<file path="src/rtl/ata_tf_pkg.sv">
package ata_tf_pkg;

  // command-block offsets whose meaning is fixed by the register layout
  localparam int OFS_WORD   = 0;
  localparam int OFS_ERRFT  = 1;
  localparam int OFS_COUNT  = 2;
  localparam int OFS_ADDR0  = 3;
  localparam int OFS_ADDR1  = 4;
  localparam int OFS_ADDR2  = 5;
  localparam int OFS_DEVH   = 6;
  localparam int OFS_STCMD  = 7;
  // control-block offset of alternate status / device control
  localparam int OFS_CTL    = 6;

  // status bit positions
  localparam int ST_BSY  = 7;
  localparam int ST_DRDY = 6;
  localparam int ST_DF   = 5;
  localparam int ST_DRQ  = 3;
  localparam int ST_ERR  = 0;

  // device-control bit positions
  localparam int DC_SRST = 2;
  localparam int DC_MASK = 1;

  // device byte fields
  localparam int DV_LBA  = 6;
  localparam int DV_SEL  = 4;
  localparam logic [7:0] DV_FIXED = 8'hA0;

  typedef struct packed {
    logic bsy;
    logic drdy;
    logic df;
    logic drq;
    logic err;
  } stat_t;

  function automatic logic [7:0] pack_status(input stat_t s);
    logic [7:0] b;
    b = '0;
    b[ST_BSY]  = s.bsy;
    b[ST_DRDY] = s.drdy;
    b[ST_DF]   = s.df;
    b[ST_DRQ]  = s.drq;
    b[ST_ERR]  = s.err;
    return b;
  endfunction

endpackage

</file>
<file path="src/rtl/ata_tf_decode.sv">
module ata_tf_decode #(
  parameter int AW = 3
) (
  input  logic [AW-1:0]      addr,
  input  logic               ctl_sel,
  input  logic               wr_en,
  input  logic               rd_en,
  output logic [(1<<AW)-1:0] cb_wr,
  output logic [(1<<AW)-1:0] cb_rd,
  output logic               ctl_wr,
  output logic               ctl_rd
);
  import ata_tf_pkg::*;

  localparam int NREG = 1 << AW;

  for (genvar i = 0; i < NREG; i++) begin : g_sel
    assign cb_wr[i] = wr_en & ~ctl_sel & (addr == AW'(i));
    assign cb_rd[i] = rd_en & ~ctl_sel & (addr == AW'(i));
  end

  assign ctl_wr = wr_en & ctl_sel & (addr == AW'(OFS_CTL));
  assign ctl_rd = rd_en & ctl_sel & (addr == AW'(OFS_CTL));

endmodule

</file>
<file path="src/rtl/ata_tf_regs.sv">
module ata_tf_regs #(
  parameter int RW    = 8,
  parameter int FIRST = 1,
  parameter int LAST  = 6
) (
  input  logic               clk,
  input  logic               rst_n,
  input  logic [LAST:FIRST]  pr_wr,
  input  logic               cmd_acc,
  input  logic [RW-1:0]      wdata,
  output logic [RW-1:0]      features,
  output logic [RW-1:0]      count,
  output logic [RW-1:0]      addr0,
  output logic [RW-1:0]      addr1,
  output logic [RW-1:0]      addr2,
  output logic [RW-1:0]      devh,
  output logic [RW-1:0]      cmd_code
);
  import ata_tf_pkg::*;

  logic [RW-1:0] pr_q [FIRST:LAST];
  logic [RW-1:0] pr_d [FIRST:LAST];
  logic [RW-1:0] cmd_q, cmd_d;

  for (genvar i = FIRST; i <= LAST; i++) begin : g_pr
    always_comb begin
      pr_d[i] = pr_q[i];
      if (pr_wr[i]) pr_d[i] = wdata;
    end

    always_ff @(posedge clk or negedge rst_n) begin
      if (!rst_n) pr_q[i] <= '0;
      else        pr_q[i] <= pr_d[i];
    end
  end

  always_comb begin
    cmd_d = cmd_q;
    if (cmd_acc) cmd_d = wdata;
  end

  always_ff @(posedge clk or negedge rst_n) begin
    if (!rst_n) cmd_q <= '0;
    else        cmd_q <= cmd_d;
  end

  assign features = pr_q[OFS_ERRFT];
  assign count    = pr_q[OFS_COUNT];
  assign addr0    = pr_q[OFS_ADDR0];
  assign addr1    = pr_q[OFS_ADDR1];
  assign addr2    = pr_q[OFS_ADDR2];
  assign devh     = pr_q[OFS_DEVH];
  assign cmd_code = cmd_q;

endmodule

</file>
<file path="src/rtl/ata_tf_status.sv">
module ata_tf_status #(
  parameter int RW         = 8,
  parameter int RST_CYCLES = 16
) (
  input  logic          clk,
  input  logic          rst_n,
  input  logic          cmd_wr,
  input  logic          ctl_wr,
  input  logic          ctl_srst,
  input  logic          ctl_mask,
  input  logic          stat_rd,
  input  logic          eng_done,
  input  logic          eng_drq,
  input  logic          eng_df,
  input  logic [RW-1:0] eng_err_code,
  output logic [RW-1:0] status_byte,
  output logic [RW-1:0] err_byte,
  output logic          cmd_acc,
  output logic          cmd_strobe,
  output logic          intrq,
  output logic          bsy,
  output logic          pend,
  output logic          srst,
  output logic          mask
);
  import ata_tf_pkg::*;

  localparam int CW = $clog2(RST_CYCLES + 1);
  localparam logic [CW-1:0] CNT_LOAD = CW'(RST_CYCLES);
  localparam logic [CW-1:0] CNT_ONE  = CW'(1);

  stat_t         st_q, st_d;
  logic [RW-1:0] ecode_q, ecode_d;
  logic          pend_q, pend_d;
  logic          srst_q, srst_d;
  logic          mask_q, mask_d;
  logic          strb_q, strb_d;
  logic [CW-1:0] cnt_q, cnt_d;

  assign cmd_acc = cmd_wr & ~st_q.bsy & ~srst_q;

  always_comb begin
    st_d    = st_q;
    ecode_d = ecode_q;
    pend_d  = pend_q;
    srst_d  = srst_q;
    mask_d  = mask_q;
    cnt_d   = cnt_q;
    strb_d  = 1'b0;

    if (ctl_wr) mask_d = ctl_mask;

    if (ctl_wr && ctl_srst) begin
      srst_d  = 1'b1;
      st_d    = '{bsy: 1'b1, drdy: 1'b0, df: 1'b0, drq: 1'b0, err: 1'b0};
      ecode_d = '0;
      pend_d  = 1'b0;
      cnt_d   = '0;
    end else if (srst_q) begin
      if (ctl_wr) begin
        srst_d = 1'b0;
        cnt_d  = CNT_LOAD;
      end
    end else if (cnt_q != '0) begin
      cnt_d = cnt_q - CNT_ONE;
      if (cnt_q == CNT_ONE) begin
        st_d.bsy  = 1'b0;
        st_d.drdy = 1'b1;
      end
    end else if (cmd_acc) begin
      st_d.bsy = 1'b1;
      st_d.drq = 1'b0;
      st_d.df  = 1'b0;
      st_d.err = 1'b0;
      ecode_d  = '0;
      pend_d   = 1'b0;
      strb_d   = 1'b1;
    end else if (eng_done && st_q.bsy) begin
      st_d.bsy = 1'b0;
      st_d.drq = eng_drq;
      st_d.df  = eng_df;
      st_d.err = |eng_err_code;
      ecode_d  = eng_err_code;
      pend_d   = 1'b1;
    end else if (stat_rd) begin
      pend_d = 1'b0;
    end
  end

  always_ff @(posedge clk or negedge rst_n) begin
    if (!rst_n) begin
      st_q    <= '{bsy: 1'b0, drdy: 1'b1, df: 1'b0, drq: 1'b0, err: 1'b0};
      ecode_q <= '0;
      pend_q  <= 1'b0;
      srst_q  <= 1'b0;
      mask_q  <= 1'b0;
      strb_q  <= 1'b0;
      cnt_q   <= '0;
    end else begin
      st_q    <= st_d;
      ecode_q <= ecode_d;
      pend_q  <= pend_d;
      srst_q  <= srst_d;
      mask_q  <= mask_d;
      strb_q  <= strb_d;
      cnt_q   <= cnt_d;
    end
  end

  assign status_byte = pack_status(st_q);
  assign err_byte    = ecode_q;
  assign cmd_strobe  = strb_q;
  assign intrq       = pend_q & ~mask_q;
  assign bsy         = st_q.bsy;
  assign pend        = pend_q;
  assign srst        = srst_q;
  assign mask        = mask_q;

endmodule

</file>
<file path="src/rtl/ata_taskfile.sv">
module ata_taskfile #(
  parameter int ADDR_W     = 3,
  parameter int REG_W      = 8,
  parameter int WORD_W     = 16,
  parameter int RST_CYCLES = 16,
  parameter int SYNC_DEPTH = 2
) (
  input  logic                 clk,
  input  logic                 rst_n,
  input  logic [ADDR_W-1:0]    host_addr,
  input  logic                 host_ctl_sel,
  input  logic                 host_wr,
  input  logic                 host_rd,
  input  logic [REG_W-1:0]     host_wdata,
  input  logic [WORD_W-1:0]    host_wword,
  output logic [REG_W-1:0]     host_rdata,
  output logic [WORD_W-1:0]    host_rword,
  output logic                 intrq,
  output logic                 cmd_strobe,
  output logic [REG_W-1:0]     cmd_code,
  output logic [REG_W-1:0]     tf_features,
  output logic [REG_W-1:0]     tf_count,
  output logic [3*REG_W+3:0]   tf_lba,
  output logic                 tf_lba_mode,
  output logic                 tf_dev_sel,
  output logic                 word_push,
  output logic [WORD_W-1:0]    word_out,
  output logic                 word_pop,
  input  logic [WORD_W-1:0]    word_in,
  input  logic                 eng_done,
  input  logic                 eng_drq,
  input  logic                 eng_df,
  input  logic [REG_W-1:0]     eng_err_code
);
  import ata_tf_pkg::*;

  localparam int NREG = 1 << ADDR_W;

  // reset: asserted asynchronously, released through a short flop chain
  logic [SYNC_DEPTH-1:0] rst_pipe;
  logic                  rst_core_n;

  always_ff @(posedge clk or negedge rst_n) begin
    if (!rst_n) rst_pipe <= '0;
    else        rst_pipe <= {rst_pipe[SYNC_DEPTH-2:0], 1'b1};
  end
  assign rst_core_n = rst_pipe[SYNC_DEPTH-1];

  logic [NREG-1:0] cb_wr, cb_rd;
  logic            ctl_wr, ctl_rd;

  ata_tf_decode #(.AW(ADDR_W)) u_dec (
    .addr    (host_addr),
    .ctl_sel (host_ctl_sel),
    .wr_en   (host_wr),
    .rd_en   (host_rd),
    .cb_wr   (cb_wr),
    .cb_rd   (cb_rd),
    .ctl_wr  (ctl_wr),
    .ctl_rd  (ctl_rd)
  );

  logic             cmd_acc;
  logic [REG_W-1:0] r_feat, r_cnt, r_a0, r_a1, r_a2, r_dev;

  ata_tf_regs #(.RW(REG_W), .FIRST(OFS_ERRFT), .LAST(OFS_DEVH)) u_regs (
    .clk      (clk),
    .rst_n    (rst_core_n),
    .pr_wr    (cb_wr[OFS_DEVH:OFS_ERRFT]),
    .cmd_acc  (cmd_acc),
    .wdata    (host_wdata),
    .features (r_feat),
    .count    (r_cnt),
    .addr0    (r_a0),
    .addr1    (r_a1),
    .addr2    (r_a2),
    .devh     (r_dev),
    .cmd_code (cmd_code)
  );

  logic [REG_W-1:0] status_byte, err_byte;
  logic             st_bsy, st_pend, st_srst, st_mask;

  ata_tf_status #(.RW(REG_W), .RST_CYCLES(RST_CYCLES)) u_stat (
    .clk          (clk),
    .rst_n        (rst_core_n),
    .cmd_wr       (cb_wr[OFS_STCMD]),
    .ctl_wr       (ctl_wr),
    .ctl_srst     (host_wdata[DC_SRST]),
    .ctl_mask     (host_wdata[DC_MASK]),
    .stat_rd      (cb_rd[OFS_STCMD]),
    .eng_done     (eng_done),
    .eng_drq      (eng_drq),
    .eng_df       (eng_df),
    .eng_err_code (eng_err_code),
    .status_byte  (status_byte),
    .err_byte     (err_byte),
    .cmd_acc      (cmd_acc),
    .cmd_strobe   (cmd_strobe),
    .intrq        (intrq),
    .bsy          (st_bsy),
    .pend         (st_pend),
    .srst         (st_srst),
    .mask         (st_mask)
  );

  // registered read-back
  logic [REG_W-1:0]  rdata_q, rdata_d;
  logic [WORD_W-1:0] rword_q, rword_d;

  always_comb begin
    rdata_d = rdata_q;
    if (ctl_rd) begin
      rdata_d = status_byte;
    end else if (host_rd) begin
      rdata_d = '0;
      if (!host_ctl_sel) begin
        case (int'(host_addr))
          OFS_ERRFT: rdata_d = err_byte;
          OFS_COUNT: rdata_d = r_cnt;
          OFS_ADDR0: rdata_d = r_a0;
          OFS_ADDR1: rdata_d = r_a1;
          OFS_ADDR2: rdata_d = r_a2;
          OFS_DEVH:  rdata_d = r_dev | DV_FIXED;
          OFS_STCMD: rdata_d = status_byte;
          default:   rdata_d = '0;
        endcase
      end
    end
  end

  always_comb begin
    rword_d = rword_q;
    if (cb_rd[OFS_WORD]) rword_d = word_in;
  end

  always_ff @(posedge clk or negedge rst_core_n) begin
    if (!rst_core_n) begin
      rdata_q <= '0;
      rword_q <= '0;
    end else begin
      rdata_q <= rdata_d;
      rword_q <= rword_d;
    end
  end

  assign host_rdata  = rdata_q;
  assign host_rword  = rword_q;
  assign tf_features = r_feat;
  assign tf_count    = r_cnt;
  assign tf_lba      = {r_dev[3:0], r_a2, r_a1, r_a0};
  assign tf_lba_mode = r_dev[DV_LBA];
  assign tf_dev_sel  = r_dev[DV_SEL];
  assign word_push   = cb_wr[OFS_WORD];
  assign word_out    = host_wword;
  assign word_pop    = cb_rd[OFS_WORD];

endmodule

</file>
<file path="config.mk">
export PLATFORM = sky130hd
export DESIGN_NAME = ata_taskfile
export DESIGN_NICKNAME = d
export VERILOG_FILES = /design/src/rtl/ata_tf_pkg.sv /design/src/rtl/ata_tf_decode.sv /design/src/rtl/ata_tf_regs.sv /design/src/rtl/ata_tf_status.sv /design/src/rtl/ata_taskfile.sv
export SDC_FILE = /design/constraint.sdc
export NUM_CORES = 1
export LEC_CHECK = 0
export ABC_AREA = 1
export ABC_CLOCK_PERIOD_IN_PS = 3950
export BUFFER_PORTS_ARGS = -buffer_cell sky130_fd_sc_hd__buf_2
export CAP_MARGIN = 10
export CORE_UTILIZATION = 52
export CTS_CLUSTER_SIZE = 30
export DETAILED_ROUTE_END_ITERATION = 10
export PLACE_DENSITY_LB_ADDON = 0.2
export SLEW_MARGIN = 5
export SYNTH_ARGS = -nofsm -noshare
export SYNTH_HDL_FRONTEND = slang
export SYNTH_HIERARCHICAL = 1
export SYNTH_SLANG_ARGS = --single-unit
</file>
<file path="constraint.sdc">
create_clock -name clk -period 3.95 [get_ports clk]
set_clock_uncertainty 0.2 [all_clocks]
set_input_delay 0.395 -clock clk [delete_from_list [all_inputs] [get_ports clk]]
set_output_delay 0.395 -clock clk [all_outputs]
set_load 0.05 [all_outputs]
</file>
==> impl_metrics.tcl <==
set metrics [dict create \
    status "completed" \
    nets 775 \
    setup_viol 0 \
    htree_levels 3 \
    switching_share 0.466 \
    final_layout_size_suffix_gt1_frac 0.261 \
    final_cells 848 \
    grt_use_total 0.275 \
    post_cts_resize_count 0 \
    hold_viol 0 \
    row_count 35 \
    cp.arrival_ns 1.70 \
    power_density_nw_per_um2 610 \
    die_h_um 101 \
    cts_hold_buf 1 \
    detail_route.wl_per_cell_um 15.4 \
    seqPwrFrac 0.431 \
    grt_pass1_wl_um 21100 \
    drt_iter0_drc 313 \
    cts_tree "built" \
    vias 4474 \
    cts_root_buf "clkbuf_8" \
    drt-pass1-iter-count 5 \
    initial_core_util 0.544 \
    fin_crit_sh 0.582 \
    crit_fanout 40 \
    num_antenna_cells 0 \
    grt_max_degree 85 \
    min_period_ns 2.30 \
    slew_headroom 0.292 \
    syn_to_final_growth_pct 13.3 \
    insertion_delay_ns 0.39 \
    dp_cells 831 \
    clock.fmax_mhz 435 \
    gr-total-overflow 0 \
    antenna_found_initial 0 \
    p_leak_nw 3.31 \
    avgSynthCellArea_um2 8.23 \
    syn_inst 620 \
    cts_buffers 9 \
    io_pins 157 \
    p_switching_mw 1.64 \
    wl_um 13000 \
    fp.coreArea_um2 9370 \
    dpl-instance-area_um2 5570 \
    post_cts_buffers 0 \
    die_x_um 101 \
    startpoint_type "primary input" \
    pwr-share-clk 0.187 \
    ir_drop_v 0.000352 \
    hold_class "in -> reg" \
    io_buffer_count 124 \
    grt_pass1_vias 4296 \
    critPathKind "in -> out" \
    synth_area_um2 5100 \
    yosysWarnings 6 \
    utilization 0.617 \
    rsz0062_at_grt "false" \
    maxCapViolations 0 \
    cts_sinks 102 \
    critPathRequiredTime_ns 3.36 \
    clockBufferDepth 2 \
    post-dp-hpwl_um 9420 \
    detail_route.vias_per_cell 5.28 \
    final_cell_area_um2 5780 \
    critPathCaptureType "output port" \
    p_comb_frac 0.383 \
    gp_congestion 0.901 \
    ff2ff_setup_slack_ns 2.08 \
    drc 0 \
    setup_tns_ns 0 \
    clk_pin_slew_ns 0.11 \
    p_int_mw 1.88 \
    drtAntennaViolNets 0 \
    dieArea_um2 10200 \
    worstMarginPinSlew_ns 1.06 \
    maxSlewViolCount 0 \
]
-- power groups by stage --
stage | registers (mW) | logic (mW) | clock network (mW)
floorplan | 2.08 | 0.488 | 0
global placement | 1.53 | 1.32 | 0
detailed placement | 1.53 | 1.35 | 0
CTS | 1.52 | 1.35 | 0.671
global route | 1.56 | 1.45 | 0.710
finish | 1.52 | 1.35 | 0.658
-- flip-flops by register name, indices dropped and copies added, names as in the netlist, named ones only --
register / flops
u_stat/err_byte: 8
u_regs/count: 8
rst_pipe: 2
u_regs/cmd_code: 8
u_stat/cmd_strobe: 1
u_regs/addr0: 8
u_stat/status_byte: 4
u_stat/bsy: 1
u_stat/mask: 1
u_regs/addr2: 8
u_regs/features: 8
u_stat/cnt_q: 5
u_regs/addr1: 8
host_rdata: 8
host_rword: 16
u_stat/pend: 1
u_regs/devh: 6
-- cell type report --
type / count / area [um^2]
Clock inverter: 7 / 76.3
Fill cell: 876 / 3590
Inverter: 35 / 133
Tap cell: 129 / 161
Clock buffer: 9 / 124
Timing Repair Buffer: 128 / 653
Sequential cell: 102 / 2560
Multi-Input combinational cell: 438 / 2070
-- stage by stage --
| step | hold slack, ns | power [mW] | setup WS (ns) |
|---|---|---|---|
| global placement | -0.0188 | 2.85 | 1.47 |
| CTS | 0.0194 | 3.54 | 1.66 |
| finish | 0.0285 | 3.53 | 1.65 |
| floorplan | -0.101 | 2.57 | 0.700 |
| global route | 0.0130 | 3.71 | 1.51 |
| detailed placement | -0.0193 | 2.88 | 1.36 |
-- routing by layer --
metal / GRT usage / vias up / part of all wire
li1: - / 2158 / -
met3: 0.0700 / 19 / 0.072
met4: 0.0892 / 0 / 0.015
met2: 0.437 / 186 / 0.48
met1: 0.370 / 2111 / 0.44
met5: 0 / - / 0
-- worst max-delay path, stage by stage --
cell	delay, ns
buf_2	0.32
nor2_1	0.22
nand2_1	0.09
nor2_1	0.11
buf_4	0.25
buf_2	0.30
-- cells in the final DEF (no fill, tap or decap), types with 3 or more instances in the layout --
cell type,count
conb_1,4
nand3_1,22
clkbuf_8,9
buf_2,124
buf_4,3
inv_2,12
nand2_2,5
inv_6,3
nand4_1,51
nand2_1,260
mux2_2,17
nor2_1,49
o21ai_0,4
nand3_2,3
a22oi_1,8
inv_1,22
dfrtp_1,100
-- final timing paths --
kind / start / end / cells after the start
worst max-delay path: host_addr[0] / word_pop / 6
worst min-delay path: word_in[7] / host_rword[7] / 2
worst max register to register: u_stat/cnt_q[0] / u_stat/err_byte[2] / 7
worst min register to register: rst_pipe[0] / rst_pipe[1] / 0
max in group asynchronous: rst_pipe[1] / u_regs/addr0[2] / 1
min in group asynchronous: rst_n / rst_pipe[1] / 2
No activity file was read; power rests on OpenSTA's default activity.
